[config.mk]
export PLATFORM = sky130hd
export DESIGN_NAME = uart_rate_gen
export DESIGN_NICKNAME = d
export VERILOG_FILES = /design/src/rtl/uart_rate_pkg.sv /design/src/rtl/uart_rate_regs.sv /design/src/rtl/uart_rate_prescale.sv /design/src/rtl/uart_rate_ovsdiv.sv /design/src/rtl/uart_rate_gen.sv
export SDC_FILE = /design/constraint.sdc
export NUM_CORES = 1
export LEC_CHECK = 0
export BUFFER_PORTS_ARGS = -buffer_cell sky130_fd_sc_hd__buf_2
export CAP_MARGIN = 20
export CORE_MARGIN = 1.5
export CORE_UTILIZATION = 60
export CTS_CLUSTER_SIZE = 16
export DETAILED_ROUTE_END_ITERATION = 6
export MAX_ROUTING_LAYER = met4
export PLACE_DENSITY = 0.81
export SLEW_MARGIN = 20
export SYNTH_ARGS = -nofsm -noshare
export SYNTH_HDL_FRONTEND = slang
export SYNTH_SLANG_ARGS = --single-unit
[constraint.sdc]
create_clock -name clk -period 6.5 [get_ports clk]
set_input_delay 0.65 -clock clk [delete_from_list [all_inputs] [get_ports clk]]
set_output_delay 0.65 -clock clk [all_outputs]
set_load 0.02 [all_outputs]
[src/rtl/uart_rate_pkg.sv]
// Package: shared constants for the UART rate generator.
// Assumes an 8-bit register bus and a divisor of at most 14 bits, so
// that upper-register bits 7 and 6 stay free for the enable flags.
package uart_rate_pkg;

    localparam int REG_W = 8;

    // Register select codes; the lower register commits the divisor.
    typedef enum logic [0:0] {
        SEL_UPPER = 1'b0,
        SEL_LOWER = 1'b1
    } reg_sel_e;

    localparam int UP_BRK_IE_BIT  = 7;
    localparam int UP_EDGE_IE_BIT = 6;

endpackage

[src/rtl/uart_rate_regs.sv]
// Module: register pair holding the divisor and two interrupt-enable flags.
// Upper writes fill a holding buffer, and the flags take effect at once.
// A lower write commits {buffer, lower byte} and raises commit_o in the
// same cycle, combinationally, so that the counters restart at that edge.
// Assumes DIV_W is between 9 and 14.
module uart_rate_regs
    import uart_rate_pkg::*;
#(
    parameter int DIV_W   = 13,
    parameter int RST_DIV = 4
) (
    input  logic                 clk,
    input  logic                 rst_n,
    input  logic                 wr_en,
    input  logic                 addr,
    input  logic [REG_W-1:0]     wr_data,
    output logic [REG_W-1:0]     rd_data,
    output logic [DIV_W-1:0]     div_o,
    output logic                 commit_o
);

    localparam int UP_W = DIV_W - REG_W;
    localparam logic [DIV_W-1:0] RST_VAL = DIV_W'(RST_DIV);

    logic [UP_W-1:0]  up_hold;
    logic [DIV_W-1:0] div_q;
    logic             brk_ie_q;
    logic             edge_ie_q;
    logic             wr_up;
    logic             wr_lo;
    logic [REG_W-1:0] up_view;

    // Decode the two write strobes.
    always_comb begin
        wr_up = wr_en && (addr == SEL_UPPER);
        wr_lo = wr_en && (addr == SEL_LOWER);
    end

    // Holding buffer and flags: loaded by upper-register writes.
    always_ff @(posedge clk) begin
        if (!rst_n) begin
            up_hold   <= RST_VAL[DIV_W-1:REG_W];
            brk_ie_q  <= 1'b0;
            edge_ie_q <= 1'b0;
        end else if (wr_up) begin
            up_hold   <= wr_data[UP_W-1:0];
            brk_ie_q  <= wr_data[UP_BRK_IE_BIT];
            edge_ie_q <= wr_data[UP_EDGE_IE_BIT];
        end
    end

    // Working divisor: both halves change only on a lower-register write.
    always_ff @(posedge clk) begin
        if (!rst_n) begin
            div_q <= RST_VAL;
        end else if (wr_lo) begin
            div_q <= {up_hold, wr_data};
        end
    end

    // Upper readback: flags, zero padding, working upper divisor bits.
    always_comb begin
        up_view                 = '0;
        up_view[UP_W-1:0]       = div_q[DIV_W-1:REG_W];
        up_view[UP_BRK_IE_BIT]  = brk_ie_q;
        up_view[UP_EDGE_IE_BIT] = edge_ie_q;
    end

    // Read mux over the two registers.
    always_comb begin
        if (addr == SEL_UPPER) begin
            rd_data = up_view;
        end else begin
            rd_data = div_q[REG_W-1:0];
        end
    end

    assign div_o    = div_q;
    assign commit_o = wr_lo;

endmodule

[src/rtl/uart_rate_prescale.sv]
// Module: modulo-D prescaler that emits the oversampling strobe.
// Counts 0..div_i-1 while run_i is high and emits a registered one-cycle
// pulse on the last count. clear_i forces count and pulse to zero.
// Assumes div_i is non-zero whenever run_i is high.
module uart_rate_prescale #(
    parameter int DIV_W = 13
) (
    input  logic             clk,
    input  logic             rst_n,
    input  logic             run_i,
    input  logic             clear_i,
    input  logic [DIV_W-1:0] div_i,
    output logic [DIV_W-1:0] cnt_o,
    output logic             tick_o
);

    localparam logic [DIV_W-1:0] ONE = DIV_W'(1);

    logic [DIV_W-1:0] cnt_q;
    logic             tick_q;
    logic             last;

    // Terminal-count detect for the current divisor.
    always_comb begin
        last = (cnt_q == (div_i - ONE));
    end

    // Count and pulse register; held cleared while stopped or restarted.
    always_ff @(posedge clk) begin
        if (!rst_n) begin
            cnt_q  <= '0;
            tick_q <= 1'b0;
        end else if (clear_i || !run_i) begin
            cnt_q  <= '0;
            tick_q <= 1'b0;
        end else if (last) begin
            cnt_q  <= '0;
            tick_q <= 1'b1;
        end else begin
            cnt_q  <= cnt_q + ONE;
            tick_q <= 1'b0;
        end
    end

    assign cnt_o  = cnt_q;
    assign tick_o = tick_q;

endmodule

[src/rtl/uart_rate_ovsdiv.sv]
// Module: divides the oversampling strobe by RATIO to form the bit strobe.
// Emits a registered pulse the cycle after every RATIO-th input pulse.
// Assumes RATIO is at least 2.
module uart_rate_ovsdiv #(
    parameter int RATIO = 16
) (
    input  logic clk,
    input  logic rst_n,
    input  logic run_i,
    input  logic clear_i,
    input  logic ovs_i,
    output logic bit_o
);

    localparam int CW = $clog2(RATIO);
    localparam logic [CW-1:0] LAST = CW'(RATIO - 1);
    localparam logic [CW-1:0] ONE  = CW'(1);

    logic [CW-1:0] cnt_q;
    logic          bit_q;

    // Count oversampling pulses; wrap and pulse on the RATIO-th one.
    always_ff @(posedge clk) begin
        if (!rst_n) begin
            cnt_q <= '0;
            bit_q <= 1'b0;
        end else if (clear_i || !run_i) begin
            cnt_q <= '0;
            bit_q <= 1'b0;
        end else if (ovs_i) begin
            if (cnt_q == LAST) begin
                cnt_q <= '0;
                bit_q <= 1'b1;
            end else begin
                cnt_q <= cnt_q + ONE;
                bit_q <= 1'b0;
            end
        end else begin
            bit_q <= 1'b0;
        end
    end

    assign bit_o = bit_q;

endmodule

[src/rtl/uart_rate_gen.sv]
// Module: top of the UART rate generator.
// Joins the register pair, the run gate, the prescaler and the
// oversample divider. The generator runs when either enable is high and
// the divisor is non-zero; otherwise both counters are held at zero.
// Assumes a single clock domain and synchronous enables.
module uart_rate_gen
    import uart_rate_pkg::*;
#(
    parameter int DIV_W     = 13,
    parameter int OVS_RATIO = 16,
    parameter int RST_DIV   = 4
) (
    input  logic             clk,
    input  logic             rst_n,
    input  logic             wr_en,
    input  logic             addr,
    input  logic [REG_W-1:0] wr_data,
    output logic [REG_W-1:0] rd_data,
    input  logic             rx_en,
    input  logic             tx_en,
    output logic             ovs_tick,
    output logic             bit_tick
);

    logic [DIV_W-1:0] div_work;
    logic [DIV_W-1:0] pre_cnt;
    logic             commit;
    logic             run;

    uart_rate_regs #(
        .DIV_W   (DIV_W),
        .RST_DIV (RST_DIV)
    ) u_regs (
        .clk      (clk),
        .rst_n    (rst_n),
        .wr_en    (wr_en),
        .addr     (addr),
        .wr_data  (wr_data),
        .rd_data  (rd_data),
        .div_o    (div_work),
        .commit_o (commit)
    );

    // Run gate: any enable and a non-zero divisor.
    always_comb begin
        run = (rx_en || tx_en) && (div_work != '0);
    end

    uart_rate_prescale #(
        .DIV_W (DIV_W)
    ) u_pre (
        .clk     (clk),
        .rst_n   (rst_n),
        .run_i   (run),
        .clear_i (commit),
        .div_i   (div_work),
        .cnt_o   (pre_cnt),
        .tick_o  (ovs_tick)
    );

    uart_rate_ovsdiv #(
        .RATIO (OVS_RATIO)
    ) u_bit (
        .clk     (clk),
        .rst_n   (rst_n),
        .run_i   (run),
        .clear_i (commit),
        .ovs_i   (ovs_tick),
        .bit_o   (bit_tick)
    );

endmodule

# Word level (Yosys, flattened, before mapping)
# Cells that the tools add are included.
# totals
reg_bits,39
latchBits,0
ram_bits,0
rom_bits,0
in_bits,14
out_inout_bits,10
elab_cells,30
n_memories,0
# classes
addsub,3
multipliers,0
div_mod_pow,0
n_lt_le_gt_ge,0
n_eq_ne,2
n_shift,0
n_mux,4
n_bitwise,3
n_reduce_logical,10
# ops
op,n
$add A13 B1 Y13 const B,1
$eq A13 B13 Y1,1
$reduce_bool A13 Y1,1
$sub A13 B1 Y13 const B,1
$mux W8,1
$reduce_or A3 Y1,2
$add A4 B1 Y4 const B,1
$eq A4 B4 Y1 const B,1
$mux W4,1
$logic_and A1 B1 Y1,3
$not A1 Y1,3
$logic_or A1 B1 Y1,2
$mux W1,2
$reduce_or A2 Y1,1
$logic_not A1 Y1,1

# Depth between registers and ports, before layout
# depth
depth_word,5
mapped_depth,9
ltp_nobuf,8

# Modules after synthesis
# A second synthesis with hierarchy kept.
# unflattened
hier_cells,254
area_unflattened_um2,2187.1
# by_module_without_submodules
module,n_inst,cells_each,area_each_um2,seq_area_each_um2
uart_rate_prescale,1,139,1078.5,280.3
uart_rate_regs,1,86,862.1,400.4
uart_rate_ovsdiv,1,23,207.7,100.1
uart_rate_gen,1,6,38.8,0.0

# Least setup slack after synthesis
# OpenSTA, ideal clock, no wires.
# synth_timing
kind,register to register
startpoint,register u_regs.div_q[0] (netlist: u_regs.div_o[0])
endpoint,register u_pre.cnt_q[12] (netlist: u_pre.cnt_o[12])
setup_ns,0.141
t_arrival_ns,2.242
required_ns,6.359
setup_slack_ns,4.116
path_stages_with_launch,10
n_path_buf,1
period_less_slack_ns,2.384
cell_sequence,dfxtp_1 inv_1 ha_1 nor3b_1 o211ai_1 a2111oi_0 o31a_1 nor4b_4 buf_6 nor3_1
# synth_via
elab_chain_len,5
word_cells_on_any_way,7
classes_between,add/sub (1); eq/ne (1); reduce/logical (5)
# synth_lines
item,line,source
start: declaration,uart_rate_regs.sv:26,logic [DIV_W-1:0] div_q;
start signal: assignment,uart_rate_regs.sv:57,"div_q <= {up_hold, wr_data};"
"parallel branches: the longest is 4 deep, another holds $sub A13 B1 Y13",--,
$reduce_or A3 Y1 (no line) (*),--,
end signal: assignment,uart_rate_prescale.sv:40,cnt_q <= cnt_q + ONE;
end: declaration,uart_rate_prescale.sv:19,logic [DIV_W-1:0] cnt_q;
# Mark *: on every way between the ends.
# A chain may end at the register's enable or synchronous reset.

# Final worst setup path
# layout_timing
startpoint,register u_regs.div_q[0] (netlist: u_regs.div_o[0])
endpoint,register u_pre.tick_q (netlist: u_pre.tick_o)
# layout_via
elab_chain_len,5
word_cells_on_any_way,8
classes_between,add/sub (1); eq/ne (1); mux (1); reduce/logical (5)
# layout_lines
item,line,source
"parallel branches: the longest is 5 deep, another holds $sub A13 B1 Y13",--,
end signal: assignment,uart_rate_prescale.sv:32,tick_q <= 1'b0;
end signal: assignment,uart_rate_prescale.sv:35,tick_q <= 1'b0;
end signal: assignment,uart_rate_prescale.sv:38,tick_q <= 1'b1;
end: declaration,uart_rate_prescale.sv:20,logic tick_q;
# Several ways; the timed one is not identified.

==> flow_summary.json <==
{
  "cts_resized": 0,
  "hold_viol": 0,
  "min_period_ns": 2.979,
  "io_pins": 24,
  "cp_cell_sequence": "inv_1, ha_1, nor3b_1, o211ai_1, a2111oi_0, o31a_1, nor4b_4, and2_2",
  "yosys_warnings": 0,
  "synthDistinctLibCells": 48,
  "holdCritStartpoint": "u_bit.cnt_q[3]",
  "numCtsBuffers": 5,
  "rsz0062_at_grt": "false",
  "arrival_ns": 3.28,
  "cp_max_fo": 14,
  "critPathCaptureType": "register",
  "fillers": 315,
  "setup_viol": 0,
  "clk_latency_ns": 0.34,
  "synth_most_common_cell": "dfxtp_1",
  "cts.reportedPaths.clkPinSlew_ns": 0.11,
  "synth_commonest_cells": "39 x dfxtp_1, 38 x nand2_1, 15 x nor3_1, 13 x a21boi_0, 12 x xnor2_1",
  "rr_endpoint": "u_pre.tick_o",
  "cp.buffers_inverters": 1,
  "hold_path_end": "u_bit.bit_o",
  "start_kind": "register",
  "hold_buffers": 0,
  "ff2ff_setup_slack_ns": 3.52,
  "antenna_found_initial": 0,
  "fin_skew_ns": 0.007829,
  "die_w_um": 62.51,
  "synth_area_leaders": "dfxtp_1 37%, nand2_1 6.7%, xnor2_1 4.9%",
  "cts_tree": "done",
  "fmax_mhz": 335.7,
  "firstDrtPassIters": 4,
  "grt_max_degree": 23,
  "die_y_um": 62.51,
  "swShare_pct": 25.16,
  "power_leakage_nw": 0.8518,
  "ys_ff_latch": 39,
  "reg2reg_depth": 8,
  "critPathKind": "register to register",
  "drc": 0,
  "slew_headroom_pct": 47.20,
  "final_max_slew_viol_count": 0,
  "ys.flop_type": "dfxtp_1",
  "htreeDepth": 2,
  "wire_per_inst_um": 13.47,
  "post_synth.cell_area_avg_um2": 8.672,
  "clk_path_buf_depth": 2,
  "synth_top_area_share_pct": 36.75,
  "area_growth_pct": 9.069,
  "drive_above_1_share_pct": 17.05,
  "worst_pin_slew_ns": 0.7904,
  "p_comb_share_pct": 12.0,
  "antenna_left": 0,
  "seq_area_frac_synth_pct": 36.75,
  "p_switching_mw": 0.1171,
  "clockPowerShare_pct": 33.5,
  "root_buffer": "clkbuf_4",
  "synth_edf_count": 0,
  "drt_iter0_drc": 83,
  "whs_path_depth": 2,
  "finalPower_mw": 0.4654,
  "syn_nets": 262,
  "wirelength_mm": 4.175,
  "antennaDiodeCount": 0,
  "fin_crit_sh_pct": 45.83,
  "fin_nets": 281,
  "cp_slowest_cell": "nor4b_4",
  "cp.required_ns": 6.80,
  "grt_usage_pct": 24.35,
  "cts_sinks": 39,
  "final_util_pct": 68.90,
  "die-area_mm2": 0.003907,
  "hold_class": "register to register",
  "vdd_drop_max_v": 0.0001533,
  "final.setup.tns_ns": 0,
  "maxCapViolations": 0,
  "via_count": 1739,
  "rr_startpoint": "u_regs.div_o[0]",
  "grt_pass1_wl_mm": 7.465,
  "seqPwrFrac_pct": 54.5,
  "dpl.hpwl_mm": 3.090,
  "via_per_inst": 5.610,
  "num_rows": 21,
  "finalWeightedCongestion": 0.9059,
  "crit_family": "simple AND/OR/NAND/NOR gates",
  "intPower_mw": 0.3483,
  "core_area_mm2": 0.003363,
  "netlist_area_mm2": 0.002125,
  "start_util_pct": 63.17,
  "postCtsSetupBuffers": 0,
  "async_reset_ff_share_pct": 0,
  "status": "finished clean",
  "max_stage_delay_ns": 0.62,
  "synthesis.instances": 245,
  "first_global_vias": 1675,
  "yosys.area.top_type": "dfxtp_1",
  "portBuffers": 23,
  "grt_overflow": 0,
  "power_per_cell_area_mw_per_mm2": 200.9
}
==> stage by stage <==
| step | std cells | area [um^2] | setup WS (ns) | hold WS [ns] |
|---|---|---|---|---|
| after global routing | 310 | 2317 | 3.245 | 0.4950 |
| after global placement | 303 | 2242 | 3.696 | 0.4461 |
| after detailed placement | 303 | 2242 | 3.633 | 0.4518 |
| after CTS | 310 | 2317 | 3.568 | 0.4676 |
| after floorplan | 245 | 2125 | 4.116 | 0.4330 |
| final | 310 | 2317 | 3.521 | 0.4669 |
==> worst register-to-register path, cell delays in order, from the launching register on <==
cell	delay, ns
dfxtp_1	0.37
inv_1	0.08
ha_1	0.25
nor3b_1	0.58
o211ai_1	0.17
a2111oi_0	0.41
o31a_1	0.20
nor4b_4	0.62
and2_2	0.25
==> state kept, by name (all words and copies together) (netlist names) <==
| register | count |
|---|---|
| u_pre.tick_o | 1 |
| u_regs.edge_ie_q | 1 |
| u_regs.up_hold | 5 |
| u_regs.div_o | 13 |
| u_bit.bit_o | 1 |
| u_regs.brk_ie_q | 1 |
| u_bit.cnt_q | 4 |
| u_pre.cnt_o | 13 |
==> placed cells by master, fill, tap and decap left out, types with 2 or more instances in the layout <==
cell type,instances
nor3_1,15
mux2i_1,10
xnor2_1,12
a21boi_0,13
o211ai_1,2
nor2b_1,9
or3_1,3
xor2_1,10
nor2_1,11
a31oi_1,3
nand2b_1,3
buf_2,23
o21ai_0,3
clkbuf_4,5
dfxtp_1,39
mux2_2,8
a21oi_1,5
nand3b_1,2
nand2_1,38
ha_1,3
and3_1,4
nand3_1,9
nand4_1,3
inv_1,5
==> logic make-up (layout without fill, tap and decap cells) <==
logic type               Yosys count  count (layout)  synth area share, %
AND/OR/NAND/NOR                  109             109                26.97
flip-flops                        39              39                36.75
AO/OA/AOI/OAI                     37              37                12.66
XOR/XNOR                          22              22                9.069
multiplexers                      18              18                8.952
buffers and inverters             17              36                3.828
adder cells (fa/ha/maj)            3               3                1.767
==> power groups by stage <==
stage | combinational (mW) | clock (mW) | sequential (mW)
finish | 0.0559 | 0.156 | 0.254
floorplan | 0.0443 | 0 | 0.255
global route | 0.0617 | 0.168 | 0.255
CTS | 0.0558 | 0.160 | 0.253
global placement | 0.0549 | 0 | 0.258
detailed placement | 0.0555 | 0 | 0.259
==> area by class of cell <==
class / instances / area (um^2) / area share, %
inverters: 5 / 18.77 / 0.8099
well taps: 46 / 57.56 / 2.484
flip-flops and latches: 39 / 780.7 / 33.69
repair buffers: 24 / 122.6 / 5.292
multi-input cells: 189 / 1262 / 54.48
clock inverters: 2 / 37.54 / 1.620
clock buffers: 5 / 37.54 / 1.620
==> worst max-delay path by stage <==
stage,from,to,slack (ns),cells after the start
after CTS,u_regs.div_o[0],u_pre.tick_o,3.57,8
after floorplan,u_regs.div_o[0],u_pre.cnt_o[12],4.12,9
after global placement,u_regs.div_o[0],u_pre.tick_o,3.70,8
after detailed placement,u_regs.div_o[0],u_pre.tick_o,3.63,8
final,u_regs.div_o[0],u_pre.tick_o,3.52,8
after global routing,u_regs.div_o[0],u_pre.tick_o,3.25,8
==> routing by layer <==
metal	routed length, um	GRT usage (%)	vias to the layer above	part of all wire (%)
li1	-	-	898	-
met1	2075	30.97	812	50
met2	1909	38.44	23	46
met3	129	5.045	6	3.1
met4	61	8.889	0	1.5
met5	0	-	-	0
Power figures use the tool's default switching activity.
